--- config.mk ---
export PLATFORM = sky130hd
export DESIGN_NAME = i2c_word_bridge
export DESIGN_NICKNAME = d
export VERILOG_FILES = /design/src/rtl/i2c_word_pkg.sv /design/src/rtl/i2c_line_sync.sv /design/src/rtl/i2c_bus_events.sv /design/src/rtl/i2c_word_bridge.sv
export SDC_FILE = /design/constraint.sdc
export NUM_CORES = 1
export LEC_CHECK = 0
export BUFFER_PORTS_ARGS = -buffer_cell sky130_fd_sc_hd__clkbuf_2
export CAP_MARGIN = 10
export CORE_ASPECT_RATIO = 1.2
export CORE_MARGIN = 10
export CORE_UTILIZATION = 43
export DETAILED_ROUTE_END_ITERATION = 10
export PLACE_DENSITY = 0.66
export SYNTH_ARGS = -nofsm -noshare
export SYNTH_HDL_FRONTEND = slang
export SYNTH_SLANG_ARGS = --single-unit
--- constraint.sdc ---
create_clock -name clk -period 2.4 [get_ports clk]
set_clock_uncertainty 0.05 [all_clocks]
set_input_delay 0.36 -clock clk [delete_from_list [all_inputs] [get_ports clk]]
set_output_delay 0.36 -clock clk [all_outputs]
set_load 0.05 [all_outputs]
--- src/rtl/i2c_word_pkg.sv ---
package i2c_word_pkg;
  typedef enum logic [2:0] {
    PH_IDLE,
    PH_CTRL,
    PH_WADDR,
    PH_WDATA,
    PH_RDATA,
    PH_SKIP
  } phase_e;
endpackage

--- src/rtl/i2c_line_sync.sv ---
module i2c_line_sync #(
  parameter int   STAGES  = 2,
  parameter logic RST_VAL = 1'b1
) (
  input  logic clk,
  input  logic rst_n,
  input  logic din,
  output logic dout
);
  logic [STAGES-1:0] chain_q;

  if (STAGES == 1) begin : g_single
    always_ff @(posedge clk or negedge rst_n) begin
      if (!rst_n) chain_q <= RST_VAL;
      else        chain_q <= din;
    end
  end else begin : g_multi
    always_ff @(posedge clk or negedge rst_n) begin
      if (!rst_n) chain_q <= {STAGES{RST_VAL}};
      else        chain_q <= {chain_q[STAGES-2:0], din};
    end
  end

  assign dout = chain_q[STAGES-1];
endmodule

--- src/rtl/i2c_bus_events.sv ---
module i2c_bus_events (
  input  logic clk,
  input  logic rst_n,
  input  logic scl_s,
  input  logic sda_s,
  output logic scl_rise,
  output logic scl_fall,
  output logic start_det,
  output logic stop_det
);
  logic scl_q, sda_q;

  always_ff @(posedge clk or negedge rst_n) begin
    if (!rst_n) begin
      scl_q <= 1'b1;
      sda_q <= 1'b1;
    end else begin
      scl_q <= scl_s;
      sda_q <= sda_s;
    end
  end

  assign scl_rise  =  scl_s & ~scl_q;
  assign scl_fall  = ~scl_s &  scl_q;
  assign start_det =  scl_s &  scl_q &  sda_q & ~sda_s;
  assign stop_det  =  scl_s &  scl_q & ~sda_q &  sda_s;
endmodule

--- src/rtl/i2c_word_bridge.sv ---
module i2c_word_bridge
  import i2c_word_pkg::*;
#(
  parameter logic [6:0] SLAVE_ADDR  = 7'h2A,
  parameter int         DATA_W      = 32,
  parameter int         SYNC_STAGES = 2
) (
  input  logic              clk,
  input  logic              rst_n,
  input  logic              scl_i,
  input  logic              sda_i,
  output logic              sda_oe,
  output logic [7:0]        reg_addr,
  output logic              reg_wr,
  output logic [DATA_W-1:0] reg_wdata,
  output logic              reg_rd_start,
  input  logic [DATA_W-1:0] reg_rdata,
  output logic              reg_rd_commit
);
  localparam int ADDR_W = 8;
  localparam int BYTES  = DATA_W / 8;
  localparam int BCW    = (BYTES > 1) ? $clog2(BYTES) : 1;
  localparam logic [BCW-1:0] LAST_B   = BCW'(BYTES - 1);
  localparam logic [BCW-1:0] COMMIT_B = BCW'(BYTES - 2);

  logic rst_sn, scl_s, sda_s, scl_rise, scl_fall, start_det, stop_det;

  // reset: asserted asynchronously, released through two flops
  i2c_line_sync #(.STAGES(2), .RST_VAL(1'b0)) u_rst (
    .clk(clk), .rst_n(rst_n), .din(1'b1), .dout(rst_sn));
  i2c_line_sync #(.STAGES(SYNC_STAGES), .RST_VAL(1'b1)) u_scl (
    .clk(clk), .rst_n(rst_sn), .din(scl_i), .dout(scl_s));
  i2c_line_sync #(.STAGES(SYNC_STAGES), .RST_VAL(1'b1)) u_sda (
    .clk(clk), .rst_n(rst_sn), .din(sda_i), .dout(sda_s));
  i2c_bus_events u_ev (
    .clk(clk), .rst_n(rst_sn), .scl_s(scl_s), .sda_s(sda_s),
    .scl_rise(scl_rise), .scl_fall(scl_fall),
    .start_det(start_det), .stop_det(stop_det));

  phase_e             ph_q, ph_n;
  logic [3:0]         bit_q, bit_n;
  logic [BCW-1:0]     byte_q, byte_n;
  logic [6:0]         sh_q, sh_n;
  logic [DATA_W-1:0]  word_q, word_n;
  logic [ADDR_W-1:0]  addr_q, addr_n;
  logic               oe_q, oe_n, ackgo_q, ackgo_n, rw_q, rw_n;
  logic [7:0]         byte_v;

  assign byte_v = {sh_q, sda_s};

  always_comb begin
    ph_n = ph_q; bit_n = bit_q; byte_n = byte_q; sh_n = sh_q;
    word_n = word_q; addr_n = addr_q; oe_n = oe_q;
    ackgo_n = ackgo_q; rw_n = rw_q;
    reg_wr = 1'b0; reg_rd_start = 1'b0; reg_rd_commit = 1'b0;
    if (start_det || stop_det) begin
      // any unexpected condition abandons the current word
      ph_n   = start_det ? PH_CTRL : PH_IDLE;
      bit_n  = '0;
      byte_n = '0;
      oe_n   = 1'b0;
    end else if (scl_rise) begin
      unique case (ph_q)
        PH_CTRL, PH_WADDR, PH_WDATA: begin
          if (bit_q != 4'd8) begin
            sh_n  = byte_v[6:0];
            bit_n = bit_q + 4'd1;
            if (bit_q == 4'd7) begin
              ackgo_n = 1'b1;
              if (ph_q == PH_CTRL) begin
                ackgo_n = (byte_v[7:1] == SLAVE_ADDR);
                rw_n    = byte_v[0];
              end else if (ph_q == PH_WADDR) begin
                addr_n = byte_v;
              end else begin
                word_n = {word_q[DATA_W-9:0], byte_v};
                if (byte_q == LAST_B) begin
                  reg_wr = 1'b1;
                  addr_n = addr_q + 1'b1;
                  byte_n = '0;
                end else begin
                  byte_n = byte_q + 1'b1;
                end
              end
            end
          end else begin
            bit_n = '0;
            if (ph_q == PH_CTRL) begin
              if (!ackgo_q)  ph_n = PH_SKIP;
              else if (rw_q) begin
                ph_n         = PH_RDATA;
                reg_rd_start = 1'b1;
                word_n       = reg_rdata;
                byte_n       = '0;
              end else       ph_n = PH_WADDR;
            end else if (ph_q == PH_WADDR) begin
              ph_n   = PH_WDATA;
              byte_n = '0;
            end
          end
        end
        PH_RDATA: begin
          if (bit_q != 4'd8) begin
            bit_n = bit_q + 4'd1;
          end else begin
            bit_n = '0;
            if (sda_s) begin
              ph_n = PH_SKIP;
            end else begin
              if (byte_q == COMMIT_B) begin
                reg_rd_commit = 1'b1;
                addr_n        = addr_q + 1'b1;
              end
              if (byte_q == LAST_B) begin
                byte_n       = '0;
                reg_rd_start = 1'b1;
                word_n       = reg_rdata;
              end else begin
                byte_n = byte_q + 1'b1;
              end
            end
          end
        end
        default: ;
      endcase
    end else if (scl_fall) begin
      // the pull-low enable only moves on a falling SCL
      unique case (ph_q)
        PH_CTRL, PH_WADDR, PH_WDATA: oe_n = (bit_q == 4'd8) && ackgo_q;
        PH_RDATA: begin
          if (bit_q != 4'd8) begin
            oe_n   = ~word_q[DATA_W-1];
            word_n = {word_q[DATA_W-2:0], 1'b0};
          end else begin
            oe_n = 1'b0;
          end
        end
        default: oe_n = 1'b0;
      endcase
    end
  end

  always_ff @(posedge clk or negedge rst_sn) begin
    if (!rst_sn) begin
      ph_q <= PH_IDLE; bit_q <= '0; byte_q <= '0; sh_q <= '0;
      word_q <= '0; addr_q <= '0; oe_q <= 1'b0;
      ackgo_q <= 1'b0; rw_q <= 1'b0;
    end else begin
      ph_q <= ph_n; bit_q <= bit_n; byte_q <= byte_n; sh_q <= sh_n;
      word_q <= word_n; addr_q <= addr_n; oe_q <= oe_n;
      ackgo_q <= ackgo_n; rw_q <= rw_n;
    end
  end

  assign sda_oe    = oe_q;
  assign reg_addr  = addr_q;
  assign reg_wdata = {word_q[DATA_W-9:0], byte_v};

  AST_ONE_STROBE: assert property (@(posedge clk) disable iff (!rst_sn)
    $onehot0({reg_wr, reg_rd_start, reg_rd_commit}));
  AST_SDA_SCL_LOW: assert property (@(posedge clk) disable iff (!rst_sn)
    $rose(sda_oe) |-> !scl_s);
  AST_COMMIT_ACKED: assert property (@(posedge clk) disable iff (!rst_sn)
    reg_rd_commit |-> (!sda_s && scl_s && ph_q == PH_RDATA));
  AST_SKIP_QUIET: assert property (@(posedge clk) disable iff (!rst_sn)
    (ph_q == PH_SKIP) |-> (!sda_oe && !reg_wr && !reg_rd_commit));
  AST_IDLE_AFTER_STOP: assert property (@(posedge clk) disable iff (!rst_sn)
    stop_det |=> (!sda_oe && ph_q == PH_IDLE));
endmodule

==> flow_summary.toml <==
[route]
drt_first_pass_iters = 4
antenna_left = 0
routed_wl_mm = 10.7
vias_per_cell = 5.42
via_count = 3299
drcViolationCount = 0
first_iter_violations = 180
post_drt_wl_per_cell_um = 17.5

[worst_setup_path]
reg2reg_depth = 8
worstSetupEndpointType = "output pin"
cp_num_buf_inv = 2
path_max_fanout = 6
path_delay_family = "flip-flops"
crit_path_start_kind = "register"
worstPathCellList = "xor2_1 -> and2_4 -> buf_4 -> a2111oi_4 -> buf_12"
slowest_delay_ns = 0.56
critical-path-slowest-cell = "dfstp_2"
critPathRequiredTime_ns = 1.99
crit_arrival_ns = 1.94
path_depth = 5
critical_path_class = "register to output pin"

[synth]
avgSynthCellArea_um2 = 10.5
synth_top_family_by_area = "multiplexers"
synth_mux_area_share_pct = 21.6
synth-xor-area-share_pct = 0.204
yosys.area_share.simple_pct = 12.7
synth-adder-area-share_pct = 2.34
yosysWarnings = 0
synth.distinct_cells = 61
synth_top_area_share_pct = 35.6
yosys-top-cells-area = "dfrtp_1 36%, mux2_4 11%, mux2i_1 8.2%"
syn_inst = 409
ys_seq_area_share_pct = 39.3
synth_edf_count = 0
synth_compound_area_share_pct = 13.0
ys_seq_elements = 67
synth-main-ff-cell = "dfrtp_1"
synthArstFlopShare_pct = 100
synth_area_um2 = 4280
synth_area_leader_cell = "dfrtp_1"
synth_nets = 453

[global_routing]
grt_pass1_wl_mm = 17.6
grt_pass1_vias = 3449
antenna_found_initial = 0
grt-busiest-layer = "met2"
use_met1_pct = 18.4
grtUsageMet3_pct = 3.23
grt_max_degree = 52
grt_use_total_pct = 14.8
use_met2_pct = 24.3
overflow = 0

[place]
port_buffers = 79
dp.final_hpwl_mm = 7.77
placed_cell_area_um2 = 4700
finalWeightedCongestion = 0.883
dpl.cell_count = 585

[layout]
utilization_pct = 54.0
fin_cells = 609
finalNetCount = 526
n_antenna_cell = 0
fillers = 866
post_route_cells_drive_above_1_share_pct = 41.6
syn2layout_area_growth_pct = 21.3
design_area_um2 = 5190

[timing]
setup_viol = 0
drv_slew = 0
timing.fmax_ghz = 0.425
hold_violations = 0
finalCriticalPeriod_ns = 2.35
relSlewSlack_pct = 45.8
period_share_pct = 98.1
tightestPinTransition_ns = 0.813
rsz0062_at_grt = "true"

[pwr]
power_density_nw_per_um2 = 1240
p_leak_uw = 0.00260
ir_drop_mv = 0.687

[clock_network]
cts_made_buffers = 9
cts.sinks = 67
path_clk_slew_ns = 0.05
cts_tree = "done"
htreeDepth = 3
clk_latency_ns = 0.33
clockBufferDepth = 2
clockRootBuffer = "clkbuf_16"

[min_path]
hold_path_depth = 1
worstHoldPathType = "input port to register"

[floorplan]
ios = 80
fp.dieW_um = 111
placementRows = 39
dieArea_um2 = 14400
core_um2 = 9610
die_y_um = 129
floorplan.initialDensity_pct = 44.6

[job]
drv_cap = 0

[run_status]
status = "completed"
-- placed cells by master (no fill, tap or decap), types with 10 or more instances in the layout --
cell	n
mux2i_1	35
clkbuf_16	10
a21oi_1	49
mux2_2	11
nor2_1	49
nand2_1	15
buf_4	25
dfrtp_1	59
o21ai_0	13
mux2_4	30
clkbuf_2	76
-- power by group --
group / total [uW] / internal [uW] / switching (uW)
sequential: 2050 / 1540 / 510
combinational: 3000 / 1160 / 1840
clock: 1400 / 927 / 469
total: 6450 / 3630 / 2820
-- metrics by stage --
step,setup slack (ns),hold WS (ns),total power (uW),TNS (ns)
2_1_floorplan,0.0530,0.0144,4510,0
3_3_place_gp,0.0659,0.0966,4900,0
3_5_place_dp,0.0334,0.0976,4970,0
4_1_cts,-0.00606,0.0512,6440,-0.00606
5_1_grt,-0.0209,0.0575,6830,-0.0221
6_report,0.0454,0.0632,6450,0
-- flip-flops by register name, summed over array words and instances (netlist names), 2 cells and up --
name           flops
byte_q             2
bit_q              4
u_sda.chain_q      2
u_rst.chain_q      2
word_q            32
u_scl.chain_q      2
ph_q               3
reg_addr           8
sh_q               7
-- layer usage --
metal | vias to the layer above | wire (um)
li1 | 1582 | -
met1 | 1635 | 4860
met2 | 69 | 5210
met5 | - | 0
met3 | 13 | 433
met4 | 0 | 180
-- kinds of logic (layout without fill, tap and decap cells) --
kind of cell / count (synthesis) / after routing
xor gates and xnor gates: 1 / 1
adders and majority gates: 8 / 8
and+or+nand+nor: 106 / 106
other: 1 / 1
AOI/OAI and AO/OA: 90 / 90
DFF: 67 / 67
muxes: 76 / 76
buffers and inverters: 60 / 137
-- cell type report --
cell class | instances | area [um^2] | share of cell area (%)
multi-input cells | 282 | 2240 | 43.0
flip-flops and latches | 67 | 1690 | 32.5
repair buffers | 112 | 761 | 14.6
clock buffers | 10 | 239 | 4.60
well taps | 123 | 154 | 2.96
clock inverters | 5 | 77.6 | 1.49
inverters | 10 | 41.3 | 0.795
-- path summary, 6_finish.rpt --
| path | start | slack (ns) | endpoint |
|---|---|---|---|
| setup / recovery | u_sda.chain_q[1] | 0.05 | reg_rd_start |
| hold / removal | sda_i | 0.06 | u_sda.chain_q[0] |
| setup reg to reg | bit_q[0] | 0.09 | word_q[9] |
| hold reg to reg | u_rst.chain_q[0] | 0.30 | u_rst.chain_q[1] |
| max in group asynchronous | u_rst.chain_q[1] | 1.35 | ph_q[2] |
| min in group asynchronous | rst_n | 0.30 | u_rst.chain_q[0] |
-- cells in the mapped netlist, types with 3 or more instances --
master	instances
clkbuf_1	7
nor2_1	50
nand2_1	16
buf_6	4
clkbuf_8	4
and3_1	6
mux2_4	30
buf_12	3
buf_4	29
nand3_1	5
mux2_2	11
o21ai_0	13
mux2i_1	35
inv_1	9
o21ai_1	3
nor3_1	4
ha_1	8
a21oi_1	50
dfrtp_1	61
nor3b_1	3
dfstp_2	6
-- what timing repair did --
action | 4_1_cts | 5_1_grt
setup endpoints to repair | 3 | 36
hold endpoints to repair | 2 | 0
pin swaps | 3 | 2
hold buffers | 1 | 0
buffers inserted | 5 | 2
gates resized for setup | 5 | 14
gates cloned | 0 | 1
Note: power is estimated with default switching activity, not from simulation.
